`config.mk`:
```
export PLATFORM = sky130hd
export DESIGN_NAME = mdio_master
export DESIGN_NICKNAME = d
export VERILOG_FILES = /design/src/rtl/mdio_pkg.sv /design/src/rtl/mdio_clk_div.sv /design/src/rtl/mdio_frame_seq.sv /design/src/rtl/mdio_master.sv
export SDC_FILE = /design/constraint.sdc
export NUM_CORES = 1
export LEC_CHECK = 0
export ABC_CLOCK_PERIOD_IN_PS = 3310
export CORE_UTILIZATION = 57
export DETAILED_ROUTE_END_ITERATION = 16
export HOLD_SLACK_MARGIN = 0.02
export PLACE_DENSITY = 0.8
export RECOVER_POWER = 50
export SYNTH_ARGS = -nofsm -noshare
export SYNTH_HDL_FRONTEND = slang
export SYNTH_HIERARCHICAL = 1
export SYNTH_SLANG_ARGS = --single-unit
export TNS_END_PERCENT = 1
```
`constraint.sdc`:
```
create_clock -name clk -period 3.31 [get_ports clk]
set_input_delay 0.662 -clock clk [delete_from_list [all_inputs] [get_ports clk]]
set_output_delay 0.662 -clock clk [all_outputs]
set_load 0.01 [all_outputs]
```
`src/rtl/mdio_pkg.sv`:
```
package mdio_pkg;
    localparam int FRAME_BITS = 64;
    localparam int BIT_W      = 6;
    localparam int TA_FIRST   = 46;
    localparam int DATA_FIRST = 48;
    localparam int DATA_BITS  = 16;

    typedef struct packed {
        logic                  busy;
        logic                  is_read;
        logic                  oe;
        logic [BIT_W-1:0]      bitn;
        logic [FRAME_BITS-1:0] sh;
        logic [DATA_BITS-1:0]  rsh;
        logic [DATA_BITS-1:0]  rd;
    } seq_state_t;

    function automatic logic [FRAME_BITS-1:0] build_frame(
        input logic        rd,
        input logic [4:0]  phy,
        input logic [4:0]  rg,
        input logic [15:0] wd
    );
        logic [1:0]  op;
        logic [1:0]  ta;
        logic [15:0] dat;
        op  = rd ? 2'b10 : 2'b01;
        ta  = rd ? 2'b00 : 2'b10;
        dat = rd ? 16'h0000 : wd;
        return {32'hFFFF_FFFF, 2'b01, op, phy, rg, ta, dat};
    endfunction
endpackage

```
`src/rtl/mdio_clk_div.sv`:
```
module mdio_clk_div #(
    parameter int DIV_W     = 3,
    parameter int MIN_HALF  = 20,
    parameter int HALF_W    = 8
) (
    input  logic             clk,
    input  logic             rst_n,
    input  logic             start,
    input  logic             run,
    input  logic [DIV_W-1:0] div_sel,
    output logic             mdc,
    output logic             rise,
    output logic             fall
);
    typedef struct packed {
        logic              mdc;
        logic [HALF_W-1:0] cnt;
        logic [HALF_W-1:0] half;
    } div_state_t;

    div_state_t st_d, st_q;
    logic       edge_now;

    assign edge_now = run && (st_q.cnt == st_q.half - HALF_W'(1));

    always_comb begin
        st_d = st_q;
        if (start) begin
            st_d.mdc  = 1'b0;
            st_d.cnt  = '0;
            st_d.half = HALF_W'(MIN_HALF) * (HALF_W'(div_sel) + HALF_W'(1));
        end else if (!run) begin
            st_d.mdc = 1'b0;
            st_d.cnt = '0;
        end else if (edge_now) begin
            st_d.mdc = !st_q.mdc;
            st_d.cnt = '0;
        end else begin
            st_d.cnt = st_q.cnt + HALF_W'(1);
        end
    end

    always_ff @(posedge clk or negedge rst_n) begin
        if (!rst_n) begin
            st_q <= '0;
        end else begin
            st_q <= st_d;
        end
    end

    assign mdc  = st_q.mdc;
    assign rise = edge_now && !st_q.mdc;
    assign fall = edge_now && st_q.mdc;

    AST_CNT_BELOW_HALF: assert property (@(posedge clk) disable iff (!rst_n)
        run |-> (st_q.cnt < st_q.half));
    AST_HALF_FROZEN: assert property (@(posedge clk) disable iff (!rst_n)
        (run && $past(run)) |-> $stable(st_q.half));
endmodule

```
`src/rtl/mdio_frame_seq.sv`:
```
module mdio_frame_seq
    import mdio_pkg::*;
(
    input  logic        clk,
    input  logic        rst_n,
    input  logic        cmd_valid,
    input  logic        cmd_read,
    input  logic [4:0]  cmd_phy,
    input  logic [4:0]  cmd_reg,
    input  logic [15:0] cmd_wdata,
    input  logic        rise,
    input  logic        fall,
    input  logic        mdc_lvl,
    input  logic        mdio_i,
    output logic        start,
    output logic        busy,
    output logic        mdio_o,
    output logic        mdio_oe,
    output logic [15:0] rd_data
);
    seq_state_t       st_d, st_q;
    logic [BIT_W-1:0] nxt_bit;

    assign start   = cmd_valid && !st_q.busy;
    assign nxt_bit = st_q.bitn + BIT_W'(1);

    always_comb begin
        st_d = st_q;
        if (start) begin
            st_d.busy    = 1'b1;
            st_d.is_read = cmd_read;
            st_d.oe      = 1'b1;
            st_d.bitn    = '0;
            st_d.sh      = build_frame(cmd_read, cmd_phy, cmd_reg, cmd_wdata);
        end else if (st_q.busy) begin
            if (rise && st_q.is_read && (st_q.bitn >= BIT_W'(DATA_FIRST))) begin
                st_d.rsh = {st_q.rsh[DATA_BITS-2:0], mdio_i};
            end
            if (fall) begin
                if (st_q.bitn == BIT_W'(FRAME_BITS - 1)) begin
                    st_d.busy = 1'b0;
                    st_d.oe   = 1'b0;
                    if (st_q.is_read) begin
                        st_d.rd = st_q.rsh;
                    end
                end else begin
                    st_d.bitn = nxt_bit;
                    st_d.sh   = {st_q.sh[FRAME_BITS-2:0], 1'b0};
                    st_d.oe   = !st_q.is_read || (nxt_bit < BIT_W'(TA_FIRST));
                end
            end
        end
    end

    always_ff @(posedge clk or negedge rst_n) begin
        if (!rst_n) begin
            st_q <= '0;
        end else begin
            st_q <= st_d;
        end
    end

    assign busy    = st_q.busy;
    assign mdio_oe = st_q.oe;
    assign mdio_o  = st_q.oe && st_q.sh[FRAME_BITS-1];
    assign rd_data = st_q.rd;

    AST_IDLE_RELEASED: assert property (@(posedge clk) disable iff (!rst_n)
        !st_q.busy |-> !st_q.oe);
    AST_MDC_LOW_AT_END: assert property (@(posedge clk) disable iff (!rst_n)
        $fell(st_q.busy) |-> !mdc_lvl);
    AST_RD_HOLD: assert property (@(posedge clk) disable iff (!rst_n)
        !$fell(st_q.busy) |-> $stable(st_q.rd));
    AST_CMD_LOCKED: assert property (@(posedge clk) disable iff (!rst_n)
        (st_q.busy && $past(st_q.busy)) |-> $stable(st_q.is_read));
    AST_READ_RELEASE: assert property (@(posedge clk) disable iff (!rst_n)
        (st_q.busy && st_q.is_read && st_q.bitn >= BIT_W'(TA_FIRST)) |-> !mdio_oe);
endmodule

```
`src/rtl/mdio_master.sv`:
```
module mdio_master #(
    parameter int CLK_NS        = 10,
    parameter int MIN_PULSE_NS  = 160,
    parameter int MIN_PERIOD_NS = 400,
    parameter int DIV_W         = 3
) (
    input  logic             clk,
    input  logic             rst_n,
    input  logic [DIV_W-1:0] div_sel,
    input  logic             cmd_valid,
    input  logic             cmd_read,
    input  logic [4:0]       cmd_phy,
    input  logic [4:0]       cmd_reg,
    input  logic [15:0]      cmd_wdata,
    output logic             busy,
    output logic [15:0]      rd_data,
    output logic             mdc,
    output logic             mdio_o,
    output logic             mdio_oe,
    input  logic             mdio_i
);
    localparam int PULSE_CYC = (MIN_PULSE_NS + CLK_NS - 1) / CLK_NS;
    localparam int PER_CYC   = (MIN_PERIOD_NS + 2 * CLK_NS - 1) / (2 * CLK_NS);
    localparam int MIN_HALF  = (PULSE_CYC > PER_CYC) ? PULSE_CYC : PER_CYC;
    localparam int HALF_W    = $clog2(MIN_HALF * (2 ** DIV_W) + 1);

    logic start, rise, fall;

    mdio_clk_div #(
        .DIV_W    (DIV_W),
        .MIN_HALF (MIN_HALF),
        .HALF_W   (HALF_W)
    ) u_div (
        .clk     (clk),
        .rst_n   (rst_n),
        .start   (start),
        .run     (busy),
        .div_sel (div_sel),
        .mdc     (mdc),
        .rise    (rise),
        .fall    (fall)
    );

    mdio_frame_seq u_seq (
        .clk       (clk),
        .rst_n     (rst_n),
        .cmd_valid (cmd_valid),
        .cmd_read  (cmd_read),
        .cmd_phy   (cmd_phy),
        .cmd_reg   (cmd_reg),
        .cmd_wdata (cmd_wdata),
        .rise      (rise),
        .fall      (fall),
        .mdc_lvl   (mdc),
        .mdio_i    (mdio_i),
        .start     (start),
        .busy      (busy),
        .mdio_o    (mdio_o),
        .mdio_oe   (mdio_oe),
        .rd_data   (rd_data)
    );

    AST_MDC_IDLE_LOW: assert property (@(posedge clk) disable iff (!rst_n)
        !busy |-> !mdc);
    AST_NO_START_WHILE_BUSY: assert property (@(posedge clk) disable iff (!rst_n)
        busy |-> !start);
endmodule

```
==> impl_results.md, run 1 <==
* Final Setup Violations at 0
* Final critical delay including setup and external delays at about 3000 ps
* Layout net count at 609
* Cells after Synth at roughly 520
* Number of DRC violations after detailed-routing iteration 0 at approximately 280
* Critical Setup Path Class: flop to flop
* Total power per unit cell area at ~730 mW/mm^2
* Cells traversed along the worst timing path: inv_1 > ha_1 > xor2_1 > o2111ai_1 > a211o_1 > nor4_1 > and2_2 > nand2_2 > a31oi_4 > nor2_1 > a221o_1
* Fin util at 72.1%
* Initial Utilization at approximately 59%
* Critical path's largest stage delay at roughly 400 ps
* Area growth, synth to finish at 21.5%
* Residual DRC count at 0
* Seq/Total Area, Yosys at 53.9%
* Final std cell area, no fill at 0.00676 mm^2
* Non-filler cells in the finished layout at 709
* Number of antenna-violating nets in the routed design at 0
* Basic-gate share of the synthesized area counting and, or, nand and nor cells at 11.1%
* H-Tree Depth at 4
* TritonCTS clock tree: yes
* Flops & latches, synth at 120
* Placed instance count at 676
* Violations in the final reports: max-capacitance violations, max-slew violations
* Hold WS at 498 ps
* Synth Net Count at approximately 570
* Hold_buf cts at 0
* CP max FO at 8
* Number of vias per cell at 5.83
* Overflow left after global routing at 0
* Critical-path cell with the highest stage delay: sky130_fd_sc_hd__dfrtp_1
* Io pins at 54
* Compound-cell area share of the yosys netlist at roughly 16%
* Synthesized-area fraction occupied by xor and xnor cells at 2.36%
* Vias in the first global route at 4195
* Post-synthesis average cell area at 10.6 um^2
* Clock tree buffer depth at 2
* Worst vdd rail ir drop at 0.451 mV
* Setup clock skew after layout at 5.53 ps
* Fin. Hold Viols at 0
* Dpl hpwl at 7090 um
* TritonCTS sink count at 120
* Clock transition at the registers of the reported paths at 60 ps
* Clock Root Buffer: sky130_fd_sc_hd__clkbuf_8
* Crit path arrival time at 3430 ps
* Main flop type after synthesis: sky130_fd_sc_hd__dfrtp_1
* Fraction of the cycle the final worst path needs at 91.8%
* Crit start category: flop
* Router iterations before antenna repair at 5
* Highest-count cells in the layout ignoring fill and taps: sky130_fd_sc_hd__dfrtp_1 (120), sky130_fd_sc_hd__nand2_1 (55), sky130_fd_sc_hd__clkdlybuf4s50_1 (46), sky130_fd_sc_hd__nor2_1 (46), sky130_fd_sc_hd__inv_1 (39)
* Unique masters post-synth at 48
* Final worst slack at approximately 270 ps
* F_max at around 330 MHz
* Multiplexer fraction of the synthesized cell area at between 8 and 9%
* Overall die area at 0.0102 mm^2
* Dominant combinational cell family by area after synthesis: compound AO/OA/AOI/OAI gates
* Global router's overall resource usage at 26.7%
* Worst Min Path Start: u_seq/rd_data[3]$_DFFE_PN0P_
* Layout cells sized above 1 at 15.5%
* Worst reg2reg path startpoint: u_div/st_q[2]$_DFFE_PN0P_
* Status: finished with violations
* Most common library cell in the layout ignoring fill and taps: sky130_fd_sc_hd__dfrtp_1
* Via Count at between 4000 and 5000
* Clock latency on the worst-skew pair at 510 ps
* Worst path bufs/invs at 1
* Worst hold path type: flop to flop
* Max Transition Viols Final at 65
* Chip width at slightly above 100 um
* Crit path max-delay family: compound AO/OA/AOI/OAI gates
* Warnings, synthesis at 6
* Buffers on Ports at 53
* TritonCTS buffer count at 17
* Pin count of the biggest net entering global routing at 65
* Count of antenna diodes in the layout at 0
* Post-placement cell area at between 0.006 and 0.007 mm^2
* Ys async rst share at 100%
* Data required time of the worst path at 3700 ps
* Fillcell total at 678
* Post-Place Worst Slack at around 54 ps
* Number of enable-type register cells in the synthesized netlist at 0
* Adder-Cell Fraction of Synth Area at 1.71%
* Cell row count at 35
* Die Height at 101 um
* Area taken by flip-flops and latches at between 0.003 and 0.004 mm^2
* Placeable core region at about 0.0094 mm^2
* Category of the worst setup path capture point: flop
* Crit path from: u_div/st_q[2]$_DFFE_PN0P_
* Routed wire length per instance at 17.4 um
* Final sum of negative setup slack at 0 ps
* Worst Max-Slew Pin Slew at 1580 ps
* Tightest slew margin relative to the limit at -5.13%
* Footprint of the multi-input gates at 0.00219 mm^2
* Wire length after detailed routing at 12300 um
* Design Power at 4.91 mW
* Netlist Area Pre-Place at 0.00557 mm^2
* Initial antenna violation count at 0
* Maximum Capacitance Violations at 1
* Global-route wire length before repair at around 21000 um
* Static Leakage at 3.10 nW
* Routability Congestion at 0.927
* Unrepaired setup endpoints after global routing: false
[per-layer routing]
metal,vias to the layer above,share of wire [%],global-route usage [%],routed length (um)
li1,1890,-,-,-
met1,2086,41,31.7,4990
met2,140,54,48.2,6620
met3,17,4.3,5.13,528
met4,0,1.4,9.48,172
met5,-,0,0,0
[synth_stat cells (4+ instances only)]
master / n / area, um^2
sky130_fd_sc_hd__buf_4: 16 / 120
sky130_fd_sc_hd__nand2_1: 56 / 210
sky130_fd_sc_hd__nand3_1: 7 / 35.0
sky130_fd_sc_hd__dfrtp_1: 120 / 3000
sky130_fd_sc_hd__and3_1: 4 / 25.0
sky130_fd_sc_hd__ha_1: 6 / 75.1
sky130_fd_sc_hd__xor2_1: 8 / 70.1
sky130_fd_sc_hd__a22oi_1: 27 / 203
sky130_fd_sc_hd__xnor2_1: 7 / 61.3
sky130_fd_sc_hd__buf_2: 8 / 40.0
sky130_fd_sc_hd__and2_1: 5 / 31.3
sky130_fd_sc_hd__nor2b_1: 5 / 31.3
sky130_fd_sc_hd__mux2_2: 25 / 282
sky130_fd_sc_hd__mux2_4: 10 / 150
sky130_fd_sc_hd__a31oi_1: 36 / 225
sky130_fd_sc_hd__o21ai_0: 33 / 165
sky130_fd_sc_hd__inv_1: 39 / 146
sky130_fd_sc_hd__nor2_1: 46 / 173
sky130_fd_sc_hd__a22o_1: 6 / 52.6
sky130_fd_sc_hd__clkbuf_1: 16 / 60.1
[final cells by class]
| type | count | area share (%) |
|---|---|---|
| tap | 129 | 2.39 |
| clock buffer | 19 | 6.38 |
| timing repair buffer | 66 | 9.31 |
| inverter | 39 | 2.17 |
| multi-input combinational | 324 | 32.4 |
| sequential | 120 | 44.4 |
| clock inverter | 12 | 2.96 |
[flip-flops by register name, summed over array words and instances, names as in the netlist]
register	cells
u_seq/busy	1
u_seq/mdio_oe	1
u_div/mdc	1
u_seq/rd_data	16
u_div/st_q	14
u_seq/st_q	87
[kinds of logic (layout without fill, tap and decap cells)]
| group | Yosys count | after routing |
|---|---|---|
| adders and majority gates | 7 | 7 |
| and+or+nand+nor | 137 | 137 |
| DFF | 120 | 120 |
| muxes | 38 | 38 |
| AOI/OAI and AO/OA | 127 | 127 |
| xor gates and xnor gates | 15 | 15 |
| buffers and inverters | 80 | 136 |
[final timing paths]
path,cells after the start,slack [ps],endpoint
max,11,270,u_seq/st_q[60]$_DFFE_PN0P_
min,1,500,u_seq/rd_data[3]$_DFFE_PN0P_
max reg2reg,11,270,u_seq/st_q[60]$_DFFE_PN0P_
min reg2reg,1,500,u_seq/rd_data[3]$_DFFE_PN0P_
max in group asynchronous,2,1020,u_seq/st_q[71]$_DFFE_PN0P_
min in group asynchronous,1,550,u_div/st_q[7]$_DFFE_PN0P_
[what timing repair did]
item,4_1_cts,5_1_grt
buffers inserted,2,0
gates resized for setup,0,2
gates cloned,0,0
endpoints found under the hold margin,0,0
endpoints found under the setup margin,2,45
[worst register-to-register path, stage by stage, from the launching register on]
cell                        delay (ps)
sky130_fd_sc_hd__dfrtp_1           400
sky130_fd_sc_hd__inv_1              80
sky130_fd_sc_hd__ha_1              310
sky130_fd_sc_hd__xor2_1            140
sky130_fd_sc_hd__o2111ai_1         120
sky130_fd_sc_hd__a211o_1           330
sky130_fd_sc_hd__nor4_1            280
sky130_fd_sc_hd__and2_2            290
sky130_fd_sc_hd__nand2_2           160
sky130_fd_sc_hd__a31oi_4           290
sky130_fd_sc_hd__nor2_1            180
sky130_fd_sc_hd__a221o_1           350
[power breakdown]
group / leakage, nW / internal [mW] / switching (mW)
clock: 0.300 / 1.31 / 0.655
sequential: 1.50 / 1.86 / 0.332
combinational: 1.30 / 0.372 / 0.384
total: 3.10 / 3.54 / 1.37
(Power assumes the default switching activity.)
==> run 2, diff against run 1 <==
- TNS_END_PERCENT: 1 -> 50
==> results of run 2 <==
No change in the layout: final DEF, timing and power equal those of run 1.
==> run 3, diff against run 2 <==
- ABC_CLOCK_PERIOD_IN_PS: 3310 -> 2680
- CORE_UTILIZATION: 57 -> 52
- PLACE_DENSITY: 0.8 -> 0.77
- REMOVE_ABC_BUFFERS: default -> 1
- TNS_END_PERCENT: 50 -> 100
- clock period: 3.31 -> 2.68 ns (I/O delays scaled with it)
==> run 3 against run 2 <==
Net effect: critical path type unchanged; sequential cell count unchanged; die area up 9.4%; the flow still finishes with violations (max-capacitance violations, max-slew violations); combinational power up 30%.
==> impl_results.md, run 3 (synthesis gave the netlist of run 1 again) <==
* Status: finished with violations
* Violations in the final reports: max-capacitance violations, max-slew violations
* Final Setup Violations at 0 (unchanged)
* Reg2reg end: u_seq/st_q[45]$_DFFE_PN0P_
* TritonCTS buffer count at 17 (unchanged)
* Max reg flops at 87 (unchanged)
* Number of vias per cell at 5.63 (-3.5%)
* Category of the worst setup path capture point: flop
* Number of DRC violations after detailed-routing iteration 0 at 304 (+9.0%)
* Maximum Capacitance Violations at 1 (unchanged)
* Setup slack of the most critical reg-to-reg path at 130 ps (-140 ps)
* Routability Congestion at 0.816 (-12%)
* Highest-count cells in the layout ignoring fill and taps: sky130_fd_sc_hd__dfrtp_1 (120), sky130_fd_sc_hd__nand2_1 (55), sky130_fd_sc_hd__clkdlybuf4s50_1 (48)
* Fillcell total at 775 (+14%)
* Worst Max-Slew Pin Slew at 1880 ps (+300 ps)
* Routed wire length per instance at 15.8 um (-9.0%)
* Worst Min Path Start: u_seq/rd_data[4]$_DFFE_PN0P_
* Via Count at 4095 (-0.92%)
* Worst reg2reg path startpoint: u_div/st_q[3]$_DFFE_PN0P_
* Design Power at 6.14 mW (+25%)
* CP max FO at 23 (+15)
* R2r worst-path depth at 12 (+1)
* End point of the worst hold path: u_seq/rd_data[4]$_DFFE_PN0P_
* Data required time of the worst path at 3090 ps (-610 ps)
* Non-filler cells in the finished layout at 728 (+2.7%)
* Crit path arrival time at 2960 ps (-470 ps)
* Initial Utilization at 53.7% (-5.7 points)
* Overflow left after global routing at 0 (unchanged)
* Register with the highest flop count: u_seq/st_q
* F_max at 392 MHz (+19%)
* Setup clock skew after layout at 6.79 ps (+1.26 ps)
* Critical Setup Path Class: flop to flop
* Chip width at 105 um (+4.6%)
* Hold WS at 499 ps (+1.69 ps)
* Most common library cell in the layout ignoring fill and taps: sky130_fd_sc_hd__dfrtp_1
* Layout cells sized above 1 at 17.6% (+2.1 points)
* Fraction of the cycle the final worst path needs at 95.2% (+3.4 points)
* Count of antenna diodes in the layout at 0 (unchanged)
* Crit start category: flop
* Layout net count at 622 (+2.1%)
* Global router's overall resource usage at 22.4% (-4.3 points)
* Worst hold path type: flop to flop
* Clock transition at the registers of the reported paths at 60 ps (about the same)
* Met1 Wirelength at 5070 um (+1.6%)
* Uppermost metal layer occupied by signal nets: met4
* Final critical delay including setup and external delays at 2550 ps (-488 ps)
* Max Transition Viols Final at 34 (-48%)
* Vias in the first global route at 4071 (-3.0%)
* Clock tree buffer depth at 2 (unchanged)
* Total length of routed met2 wires at 5690 um (-14%)
* TritonCTS sink count at 120 (unchanged)
* TritonCTS clock tree: yes
* Area growth, synth to finish at 25.2%
* Met3 layer wire length in the routed design at 519 um (-1.7%)
* Number of antenna-violating nets in the routed design at 0 (unchanged)
* Placed instance count at 695 (+2.8%)
* Static Leakage at 3.17 nW (+2.4%)
* Clock Root Buffer: sky130_fd_sc_hd__clkbuf_8
* Cell row count at 37 (+5.7%)
* Pin count of the biggest net entering global routing at 49 (-25%)
* Io pins at 54 (unchanged)
* Initial antenna violation count at 0 (unchanged)
* Final sum of negative setup slack at 0 ps (unchanged)
* Overall die area at 0.0111 mm^2 (+9.4%)
* Dpl hpwl at 7120 um (+0.45%)
* Die Height at 105 um (+4.6%)
* Total power per unit cell area at 881 mW/mm^2 (+21%)
* Worst vdd rail ir drop at 0.509 mV (+13%)
* H-Tree Depth at 4 (unchanged)
* Global-route wire length before repair at 19400 um (-6.2%)
* Buffers on Ports at 53 (unchanged)
* Number of stages on the worst hold path at 1 (unchanged)
* Router iterations before antenna repair at 5 (unchanged)
* Fin. Hold Viols at 0 (unchanged)
* Placeable core region at 0.0104 mm^2 (+11%)
* Wire length after detailed routing at 11500 um (-6.6%)
* Tightest slew margin relative to the limit at -25.1% (-20 points)
* Clock latency on the worst-skew pair at 520 ps (about the same)
* Residual DRC count at 0 (unchanged)
==> run 3: where the power goes <==
| part | internal (mW) | leakage [nW] | switching, mW |
|---|---|---|---|
| registers | 2.29 | 1.50 | 0.392 |
| clock network | 1.71 | 0.308 | 0.768 |
| logic | 0.499 | 1.37 | 0.484 |
| total | 4.50 | 3.17 | 1.64 |
==> run 3: stage by stage <==
stage               setup WS, ps  util, %  instance area [um^2]
finish                       129     67.2                  6970
global route               -2.79     67.2                  6970
CTS                         1.14     67.0                  6950
detailed placement         -53.1     60.3                  6260
global placement            40.3     60.3                  6260
floorplan                  -1120        -                  5340
==> run 3: cell type report <==
type | count | area, um^2 | share of cell area, %
Inverter | 39 | 146 | 2.10
Timing Repair Buffer | 79 | 774 | 11.1
Sequential cell | 120 | 3000 | 43.1
Multi-Input combinational cell | 324 | 2240 | 32.1
Clock buffer | 21 | 439 | 6.30
Tap cell | 136 | 170 | 2.44
Clock inverter | 9 | 198 | 2.84
==> run 3: worst max path at each step <==
stage	startpoint	to	slack (ps)	cells past startpoint
floorplan	u_seq/busy$_DFF_PN0_	u_seq/st_q[60]$_DFFE_PN0P_	-1120	8
global placement	u_div/st_q[2]$_DFFE_PN0P_	u_seq/st_q[100]$_DFFE_PN0P_	40	12
detailed placement	u_div/st_q[2]$_DFFE_PN0P_	u_seq/st_q[100]$_DFFE_PN0P_	-50	12
CTS	u_div/st_q[3]$_DFFE_PN0P_	u_seq/st_q[45]$_DFFE_PN0P_	1	12
global route	u_div/st_q[3]$_DFFE_PN0P_	u_seq/st_q[101]$_DFFE_PN0P_	-3	12
finish	u_div/st_q[3]$_DFFE_PN0P_	u_seq/st_q[45]$_DFFE_PN0P_	130	12
==> run 3: critical path, cell delays in order, from the launching register on <==
cell	delay, ps
sky130_fd_sc_hd__dfrtp_1	360
sky130_fd_sc_hd__inv_2	60
sky130_fd_sc_hd__ha_4	250
sky130_fd_sc_hd__xor2_1	150
sky130_fd_sc_hd__o2111ai_1	110
sky130_fd_sc_hd__a211o_1	300
sky130_fd_sc_hd__nor4_4	180
sky130_fd_sc_hd__and2_4	210
sky130_fd_sc_hd__nand2_4	60
sky130_fd_sc_hd__a31oi_4	280
sky130_fd_sc_hd__buf_8	220
sky130_fd_sc_hd__a22oi_1	120
sky130_fd_sc_hd__o21ai_0	130
==> run 3: timing repair <==
item	CTS	global route
setup endpoints to repair	26	90
pin swaps	6	3
gates cloned	0	0
hold buffers	1	0
hold endpoints to repair	30	0
buffers inserted	1	1
resized for setup	9	7
==> run 3: per-layer routing <==
layer / up-vias / GRT usage (%)
li1: 1918 / -
met1: 2031 / 28.8
met2: 125 / 35.4
met3: 21 / 6.18
met4: 0 / 10.2
met5: - / 0
